==> src/rtl/opstate_pkg.sv <==
package opstate_pkg;

  typedef enum logic [1:0] {
    STAT_CONFIG   = 2'd0,
    STAT_READY    = 2'd1,
    STAT_PAUSED   = 2'd2,
    STAT_LOWPOWER = 2'd3
  } status_e;

  localparam int unsigned CMD_W = 3;
  localparam logic [CMD_W-1:0] OP_GO     = 3'd0;
  localparam logic [CMD_W-1:0] OP_SLEEP  = 3'd1;
  localparam logic [CMD_W-1:0] OP_WAKE   = 3'd2;
  localparam logic [CMD_W-1:0] OP_PAUSE  = 3'd3;
  localparam logic [CMD_W-1:0] OP_CONFIG = 3'd4;
  localparam logic [CMD_W-1:0] OP_APAUSE = 3'd7;

  // internal states, including the transient ones hidden from software
  typedef enum logic [2:0] {
    FS_CONFIG,
    FS_READY,
    FS_PAUSED,
    FS_LOWPOWER,
    FS_DRAIN,
    FS_SLEEP_WAIT,
    FS_WAKE_WAIT
  } fsm_e;

  typedef struct packed {
    logic go;
    logic sleep;
    logic wake;
    logic pause;
    logic config_cmd;
    logic apause;
  } cmd_t;

endpackage

==> src/rtl/opstate_decode.sv <==
module opstate_decode
  import opstate_pkg::*;
#(
  parameter int unsigned ADDR_W      = 12,
  parameter int unsigned DATA_W      = 32,
  parameter int unsigned STATUS_OFS  = 0,
  parameter int unsigned COMMAND_OFS = 4
) (
  input  logic              req_i,
  input  logic              we_i,
  input  logic [ADDR_W-1:0] addr_i,
  input  logic [DATA_W-1:0] wdata_i,
  output cmd_t              cmd_o,
  output logic              rd_o,
  output logic              stat_sel_o,
  output logic              other_wr_o
);

  localparam logic [ADDR_W-1:0] STAT_A = ADDR_W'(STATUS_OFS);
  localparam logic [ADDR_W-1:0] CMD_A  = ADDR_W'(COMMAND_OFS);

  logic             hit_stat, hit_cmd, cmd_wr;
  logic [CMD_W-1:0] op;
  logic             unused_wdata;

  assign hit_stat     = (addr_i == STAT_A);
  assign hit_cmd      = (addr_i == CMD_A);
  assign cmd_wr       = req_i && we_i && hit_cmd;
  assign op           = wdata_i[CMD_W-1:0];
  assign unused_wdata = ^wdata_i[DATA_W-1:CMD_W];

  assign rd_o       = req_i && !we_i;
  assign stat_sel_o = hit_stat;
  assign other_wr_o = req_i && we_i && !hit_stat && !hit_cmd;

  always_comb begin
    cmd_o = '0;
    if (cmd_wr) begin
      unique case (op)
        OP_GO:     cmd_o.go         = 1'b1;
        OP_SLEEP:  cmd_o.sleep      = 1'b1;
        OP_WAKE:   cmd_o.wake       = 1'b1;
        OP_PAUSE:  cmd_o.pause      = 1'b1;
        OP_CONFIG: cmd_o.config_cmd = 1'b1;
        OP_APAUSE: cmd_o.apause     = 1'b1;
        default:   cmd_o            = '0;  // 5 and 6: no-op
      endcase
    end
  end

endmodule

==> src/rtl/opstate_fsm.sv <==
module opstate_fsm
  import opstate_pkg::*;
(
  input  logic    clk_i,
  input  logic    rst_ni,
  input  cmd_t    cmd_i,
  input  logic    inflight_i,
  input  logic    enter_ack_i,
  input  logic    exit_ack_i,
  output status_e status_o,
  output logic    traffic_en_o,
  output logic    enter_req_o,
  output logic    exit_req_o
);

  fsm_e st_q, st_d;

  always_comb begin
    st_d = st_q;
    unique case (st_q)
      FS_CONFIG:   if (cmd_i.go) st_d = FS_READY;
      FS_READY: begin
        if (cmd_i.sleep)           st_d = FS_SLEEP_WAIT;
        else if (cmd_i.pause)      st_d = FS_PAUSED;
        else if (cmd_i.apause)     st_d = FS_DRAIN;
        else if (cmd_i.config_cmd) st_d = FS_CONFIG;
      end
      FS_PAUSED: begin
        if (cmd_i.go)              st_d = FS_READY;
        else if (cmd_i.config_cmd) st_d = FS_CONFIG;
      end
      FS_DRAIN:      if (!inflight_i) st_d = FS_PAUSED;
      FS_SLEEP_WAIT: if (enter_ack_i) st_d = FS_LOWPOWER;
      FS_LOWPOWER:   if (cmd_i.wake)  st_d = FS_WAKE_WAIT;
      FS_WAKE_WAIT:  if (exit_ack_i)  st_d = FS_READY;
      default:       st_d = FS_CONFIG;
    endcase
  end

  always_ff @(posedge clk_i or negedge rst_ni) begin
    if (!rst_ni) st_q <= FS_CONFIG;
    else         st_q <= st_d;
  end

  // transient states report the state software last saw settle
  always_comb begin
    unique case (st_q)
      FS_CONFIG:                         status_o = STAT_CONFIG;
      FS_READY, FS_DRAIN, FS_SLEEP_WAIT: status_o = STAT_READY;
      FS_PAUSED:                         status_o = STAT_PAUSED;
      FS_LOWPOWER, FS_WAKE_WAIT:         status_o = STAT_LOWPOWER;
      default:                           status_o = STAT_CONFIG;
    endcase
  end

  assign traffic_en_o = (st_q == FS_READY);
  assign enter_req_o  = (st_q == FS_SLEEP_WAIT);
  assign exit_req_o   = (st_q == FS_WAKE_WAIT);

endmodule

==> src/rtl/opstate_regif.sv <==
module opstate_regif
  import opstate_pkg::*;
#(
  parameter int unsigned DATA_W = 32
) (
  input  logic              clk_i,
  input  logic              rst_ni,
  input  logic              rd_i,
  input  logic              stat_sel_i,
  input  logic              other_wr_i,
  input  status_e           status_i,
  output logic [DATA_W-1:0] rdata_o,
  output logic              rvalid_o,
  output logic              cfg_we_o
);

  localparam int unsigned STAT_W = $bits(status_e);

  always_ff @(posedge clk_i or negedge rst_ni) begin
    if (!rst_ni) begin
      rdata_o  <= '0;
      rvalid_o <= 1'b0;
    end else begin
      rvalid_o <= rd_i;
      if (rd_i) begin
        rdata_o <= stat_sel_i ? {{(DATA_W-STAT_W){1'b0}}, status_i} : '0;
      end
    end
  end

  assign cfg_we_o = other_wr_i && (status_i == STAT_CONFIG);

endmodule

==> src/rtl/memctl_opstate.sv <==
module memctl_opstate
  import opstate_pkg::*;
#(
  parameter int unsigned ADDR_W      = 12,
  parameter int unsigned DATA_W      = 32,
  parameter int unsigned STATUS_OFS  = 0,
  parameter int unsigned COMMAND_OFS = 4
) (
  input  logic              clk_i,
  input  logic              rst_ni,
  input  logic              reg_req_i,
  input  logic              reg_we_i,
  input  logic [ADDR_W-1:0] reg_addr_i,
  input  logic [DATA_W-1:0] reg_wdata_i,
  output logic [DATA_W-1:0] reg_rdata_o,
  output logic              reg_rvalid_o,
  output logic              cfg_we_o,
  output logic              traffic_en_o,
  input  logic              inflight_i,
  output logic              sr_enter_req_o,
  input  logic              sr_enter_ack_i,
  output logic              sr_exit_req_o,
  input  logic              sr_exit_ack_i
);

  cmd_t    cmd;
  logic    rd, stat_sel, other_wr;
  status_e status;

  opstate_decode #(
    .ADDR_W(ADDR_W), .DATA_W(DATA_W),
    .STATUS_OFS(STATUS_OFS), .COMMAND_OFS(COMMAND_OFS)
  ) i_decode (
    .req_i(reg_req_i), .we_i(reg_we_i), .addr_i(reg_addr_i), .wdata_i(reg_wdata_i),
    .cmd_o(cmd), .rd_o(rd), .stat_sel_o(stat_sel), .other_wr_o(other_wr)
  );

  opstate_fsm i_fsm (
    .clk_i, .rst_ni, .cmd_i(cmd), .inflight_i,
    .enter_ack_i(sr_enter_ack_i), .exit_ack_i(sr_exit_ack_i),
    .status_o(status), .traffic_en_o,
    .enter_req_o(sr_enter_req_o), .exit_req_o(sr_exit_req_o)
  );

  opstate_regif #(.DATA_W(DATA_W)) i_regif (
    .clk_i, .rst_ni, .rd_i(rd), .stat_sel_i(stat_sel), .other_wr_i(other_wr),
    .status_i(status), .rdata_o(reg_rdata_o), .rvalid_o(reg_rvalid_o),
    .cfg_we_o
  );

endmodule

==> config.mk <==
export PLATFORM = sky130hd
export DESIGN_NAME = memctl_opstate
export DESIGN_NICKNAME = d
export VERILOG_FILES = /design/src/rtl/opstate_pkg.sv /design/src/rtl/opstate_decode.sv /design/src/rtl/opstate_fsm.sv /design/src/rtl/opstate_regif.sv /design/src/rtl/memctl_opstate.sv
export SDC_FILE = /design/constraint.sdc
export NUM_CORES = 1
export LEC_CHECK = 0
export BUFFER_PORTS_ARGS = -buffer_cell sky130_fd_sc_hd__buf_2
export CAP_MARGIN = 40
export CORE_MARGIN = 8
export CORE_UTILIZATION = 36
export DETAILED_ROUTE_END_ITERATION = 10
export GPL_TIMING_DRIVEN = 0
export PLACE_DENSITY = 0.94
export SETUP_SLACK_MARGIN = 0.4
export SYNTH_ARGS = -nofsm -noshare
export SYNTH_HDL_FRONTEND = slang
export SYNTH_SLANG_ARGS = --single-unit
==> constraint.sdc <==
create_clock -name clk_i -period 2.7 [get_ports clk_i]
set_input_delay 0.27 -clock clk_i [delete_from_list [all_inputs] [get_ports clk_i]]
set_output_delay 0.27 -clock clk_i [all_outputs]
set_load 0.03 [all_outputs]
==> results of run 1 <==
## registers in the layout, indices dropped and copies added, names as in the netlist
signal and flops:
i_fsm.st_q 3, i_regif.rvalid_o 1, i_regif.rdata_o 2
## through the flow
stage	setup slack (ps)	cells	cell area [um^2]
finish	837	183	1090
global route	710	183	1090
CTS	827	183	1090
detailed placement	843	179	1050
global placement	887	179	1050
floorplan	1060	124	881
## worst paths after layout
| check | depth (start not counted) | endpoint | slack [ps] |
|---|---|---|---|
| max | 4 | cfg_we_o | 840 |
| min | 3 | i_regif.rvalid_o | 350 |
| max reg2reg | 6 | i_fsm.st_q[0] | 850 |
| min reg2reg | 1 | i_regif.rdata_o[1] | 500 |
| max in group asynchronous | 2 | i_fsm.st_q[1] | 2180 |
| min in group asynchronous | 2 | i_regif.rdata_o[0] | 380 |
## synthesized netlist by cell type, drive strengths merged
| master | number | area share [%] |
|---|---|---|
| buf | 32 | 31 |
| dfrtp | 6 | 19 |
| nor3 | 6 | 3.9 |
| and2 | 5 | 4.1 |
| nor2 | 5 | 2.4 |
| nor2b | 4 | 3.2 |
| a21oi | 3 | 1.9 |
| inv | 3 | 1.5 |
| nand2 | 2 | 0.97 |
| nand2b | 2 | 1.6 |
| nand3 | 2 | 1.9 |
| nand4 | 2 | 1.6 |
| nor4 | 2 | 5.5 |
| o31ai | 2 | 1.9 |
| a221oi | 1 | 1.1 |
| a22o | 1 | 1.1 |
| a22oi | 1 | 0.97 |
| a31oi | 1 | 0.81 |
| a32o | 1 | 1.3 |
| and3 | 1 | 0.81 |
| clkbuf | 1 | 0.49 |
| conb | 1 | 0.49 |
| mux2i | 1 | 1.3 |
| nand3b | 1 | 0.97 |
| o2111a | 1 | 1.5 |
| o211ai | 1 | 0.97 |
| o21ai | 1 | 0.65 |
| o311ai | 1 | 1.1 |
| o31a | 1 | 1.1 |
| o41ai | 1 | 1.1 |
| or4 | 1 | 0.97 |
| xnor2 | 1 | 1.1 |
| xor2 | 1 | 1.1 |
## critical path, stage by stage, from the launching register on
cell      delay, ps
dfrtp_1         380
clkbuf_1        340
and3_1          250
o2111a_1        200
buf_2           190
## metal layers
metal  wire length (um)  GRT usage (%)  share of wire, %  up-vias
li1                   -              -                 -      398
met1                866           11.1                43      322
met2                862           15.4                43       57
met3                236           4.66                12        6
met4                 45           6.84               2.2        0
met5                  0              0                 0        -
## final cells by class
type                       instances  area, um^2
multi-input combinational         82         478
timing repair buffer              29         150
tap                               27        33.8
sequential                         6         150
clock buffer                       3        22.5
fill                             197         915
buffer                            33         241
inverter                           3        11.3
## power breakdown
group / internal (mW) / total (mW) / leakage [nW] / switching (mW)
clock: 0.0502 / 0.0819 / 0.0138 / 0.0316
combinational: 0.168 / 0.431 / 0.515 / 0.263
sequential: 0.112 / 0.123 / 0.0766 / 0.0114
total: 0.330 / 0.637 / 0.605 / 0.306
## cells in the final DEF, fill, tap and decap left out, types with 4 or more instances in the layout
cell type	n
nor2_1	5
buf_2	29
nor3_1	6
and2_1	5
nor2b_1	4
buf_4	31
dfrtp_1	6
conb_1	30
## cell families after synthesis
group           synth area share [%]
buf+inv                         32.7
flops                           19.4
simple gates                    28.0
compound gates                  15.7
xor+xnor                        2.27
other cells                    0.486
mux                             1.30
## timing repair
item,CTS,global route
hold buffers,1,0
setup endpoints to repair,0,0
gates resized for setup,0,0
endpoints found under the hold margin,6,0
==> results.json, run 1 <==
{
  "period_share_pct": 69.0,
  "grt_antenna_before_repair": 0,
  "dr_total_vias": 783,
  "synthDistinctLibCells": 35,
  "num_io_pins": 88,
  "slew_violations": 0,
  "dpl.hpwl_um": 1760,
  "finClkSkew_ps": 1.69,
  "grt_pass1_wl_um": 3300,
  "cts_buffers": 3,
  "h-tree-depth": 1,
  "worstHoldStart": "reg_req_i",
  "cp_max_fo": 10,
  "required_ps": 2430,
  "drt_pass1_iterations": 4,
  "cts_root_buf": "clkbuf_4",
  "numClockSinks": 6,
  "final_antenna_net_count": 0,
  "status": "completed",
  "fin_crit_ps": 1860,
  "gp_congestion": 0.807,
  "worstSetupStartpoint": "i_fsm.st_q[2]",
  "hold_class": "input port to flop",
  "rsz0062_at_grt": "false",
  "cts_tree": "done",
  "ys_ff_latch": 6,
  "hold_violations": 0,
  "syn_avg_cell_area_um2": 8.13,
  "dieArea_um2": 3880,
  "p_leak_nw": 0.605,
  "rr_startpoint": "i_fsm.st_q[0]",
  "timing.fmax_mhz": 537,
  "synth_area_um2": 772,
  "path_class": "flop to output pin",
  "drt_first_iter_violations": 27,
  "arrival_ps": 1590,
  "core-area_um2": 2000,
  "end_kind": "output pin",
  "die_w_um": 62.3,
  "drc_errors": 0,
  "grt_pass1_vias": 789,
  "insertion_delay_ps": 240,
  "hold_slack_ps": 354,
  "die_h_um": 62.3,
  "grt_util_all_layers_pct": 10.2,
  "yosysWarnings": 0,
  "post-route-util_pct": 54.3,
  "cap_violations": 0,
  "powerDensity_nw_per_um2": 585,
  "area_growth_pct": 40.8,
  "placementRows": 16,
  "routed_wl_um": 2010,
  "drive_above_1_share_pct": 42.3,
  "initial_utilization_pct": 38.6,
  "num_antenna_cells": 0,
  "cts_setup_buffers": 0,
  "syn-instance-count": 95,
  "grt-ovfl-total": 0,
  "cp-start-kind": "flop",
  "ir_worst_vdd_mv": 0.328,
  "port_buffers": 28,
  "vias_per_cell": 4.28,
  "clk_pin_slew_ps": 40,
  "ys_seq_area_share_pct": 19.4,
  "total_power_mw": 0.637,
  "final_nets": 209,
  "setup_viol": 0,
  "setup_tns_ps": 0,
  "wl_per_cell_um": 11.0,
  "clk_path_buf_depth": 2,
  "grt_max_degree": 11
}
Note: power is estimated with default switching activity, not from simulation.
==> run 2, diff against run 1 <==
- CORE_UTILIZATION: 36 -> 30
- PLACE_DENSITY: 0.94 -> 0.85
- clock period: 2.7 -> 1.6 ns (I/O delays scaled with it)
==> results.json, run 2 (synthesis gave the netlist of run 1 again) <==
{
  "clk_path_buf_depth": 2,
  "cp-start-kind": "flop",
  "num_antenna_cells": 0,
  "violations": "negative setup slack",
  "ir_worst_vdd_mv": 0.781,
  "arrival_ps": 1880,
  "wl_per_cell_um": 12.9,
  "drt_first_iter_violations": 19,
  "top_regs": "i_fsm.st_q x3, i_regif.rdata_o x2, i_regif.rvalid_o x1",
  "grt_pass1_wl_um": 3970,
  "dieArea_um2": 4450,
  "cap_violations": 0,
  "grt_antenna_before_repair": 0,
  "initial_utilization_pct": 31.4,
  "rsz0062_at_grt": "true",
  "setup_tns_ps": -231,
  "status": "finished, violations left",
  "use_met2_pct": 22.9,
  "timing.fmax_mhz": 585,
  "powerDensity_nw_per_um2": 1300,
  "routed_wl_um": 2680,
  "dp_slack_ps": -174,
  "met1_usage_pct": 9.84,
  "cp_max_fo": 6,
  "port_buffers": 28,
  "die_h_um": 66.7,
  "core-area_um2": 2450,
  "p_leak_nw": 0.785,
  "insertion_delay_ps": 260,
  "vias_per_cell": 4.07,
  "dpl.hpwl_um": 1690,
  "total_power_mw": 1.89,
  "period_share_pct": 107,
  "grt_util_all_layers_pct": 11.5,
  "drt_pass1_iterations": 3,
  "place_area_um2": 1070,
  "gr-max-usage-layer": "met2",
  "fin_crit_ps": 1710,
  "final_common_cell": "buf_4",
  "cts_root_buf": "clkbuf_4",
  "hold_violations": 0,
  "n_fill_cell": 222,
  "grt-ovfl-total": 0,
  "largest_register_ffs": 3,
  "fin_cells": 207,
  "grt_max_degree": 8,
  "final_cell_mix": "buf_4, conb_1, buf_2",
  "multi_input_area_um2": 604,
  "setup_viol": 3,
  "cts_buffers": 3,
  "required_ps": 1770,
  "top_register": "i_fsm.st_q",
  "post-route-util_pct": 59.4,
  "num_io_pins": 88,
  "hold_slack_ps": 212,
  "placedCellCount": 182,
  "finClkSkew_ps": 1.81,
  "grt_pass1_vias": 913,
  "cts_tree": "done",
  "final_nets": 230,
  "hold_class": "input port to flop",
  "area_growth_pct": 89.0,
  "die_w_um": 66.7,
  "drive_above_1_share_pct": 62.1,
  "placementRows": 18,
  "numClockSinks": 6,
  "final_antenna_net_count": 0,
  "end_kind": "flop",
  "dr_total_vias": 842,
  "worst_slack_ps": -110,
  "drc_errors": 0,
  "h-tree-depth": 1,
  "clk_pin_slew_ps": 50,
  "path_class": "flop to flop",
  "use_met3_pct": 3.19,
  "gp_congestion": 0.892,
  "slew_violations": 0,
  "fin_area_um2": 1460,
  "regArea_um2": 150
}
[run 2: changes by cell type in the layout (fill, tap and decap cells not counted), moves of 2 or more]
cell / before / now
nor2b_1: 4 / 0
nor3_2: 0 / 2
buf_2: 29 / 24
nor2b_4: 0 / 4
nor3_1: 6 / 3
buf_4: 31 / 41
nor2_1: 5 / 3
buf_6: 0 / 16
and2_1: 5 / 1
and2_4: 0 / 4
[run 2: critical path: stages (launching register included)]
cell and delay (ps):
dfrtp_1 360, buf_6 140, nor2b_4 190, nor3_2 80, nor2b_4 140, or4_4 500
o211ai_1 210
[run 2: what timing repair did]
action / CTS / global route
setup endpoints to repair: 9 / 9
endpoints found under the hold margin: 6 / 0
gates resized for setup: 36 / 16
setup buffers: 17 / 4
pin swaps: 9 / 10
hold buffers: 1 / 0
[run 2: per-layer routing]
metal	vias to the layer above	wire length [um]
li1	439	-
met1	361	877
met2	37	1520
met3	5	223
met4	0	52
met5	-	0
[run 2: area by class of cell]
cell class | instances | area share, %
Sequential cell | 6 | 10.3
Inverter | 3 | 0.772
Clock buffer | 3 | 1.54
Buffer | 33 | 18.0
Timing Repair Buffer | 50 | 25.4
Tap cell | 30 | 2.57
Multi-Input combinational cell | 82 | 41.4
[run 2: final timing paths]
check                                     endpoint          startpoint  depth (start not counted)  slack, ps
min in group asynchronous            i_fsm.st_q[1]              rst_ni                          2        260
max in group asynchronous         i_regif.rvalid_o              rst_ni                          2       1210
worst max-delay path                 i_fsm.st_q[0]       i_fsm.st_q[1]                          6       -110
worst max register to register       i_fsm.st_q[0]       i_fsm.st_q[1]                          6       -110
worst min register to register  i_regif.rdata_o[0]  i_regif.rdata_o[0]                          1        510
worst min-delay path                 i_fsm.st_q[2]      reg_wdata_i[0]                          3        210
[run 2: report_power, final]
group	switching (mW)	internal, mW
combinational	0.712	0.809
clock	0.0679	0.0857
sequential	0.0270	0.189
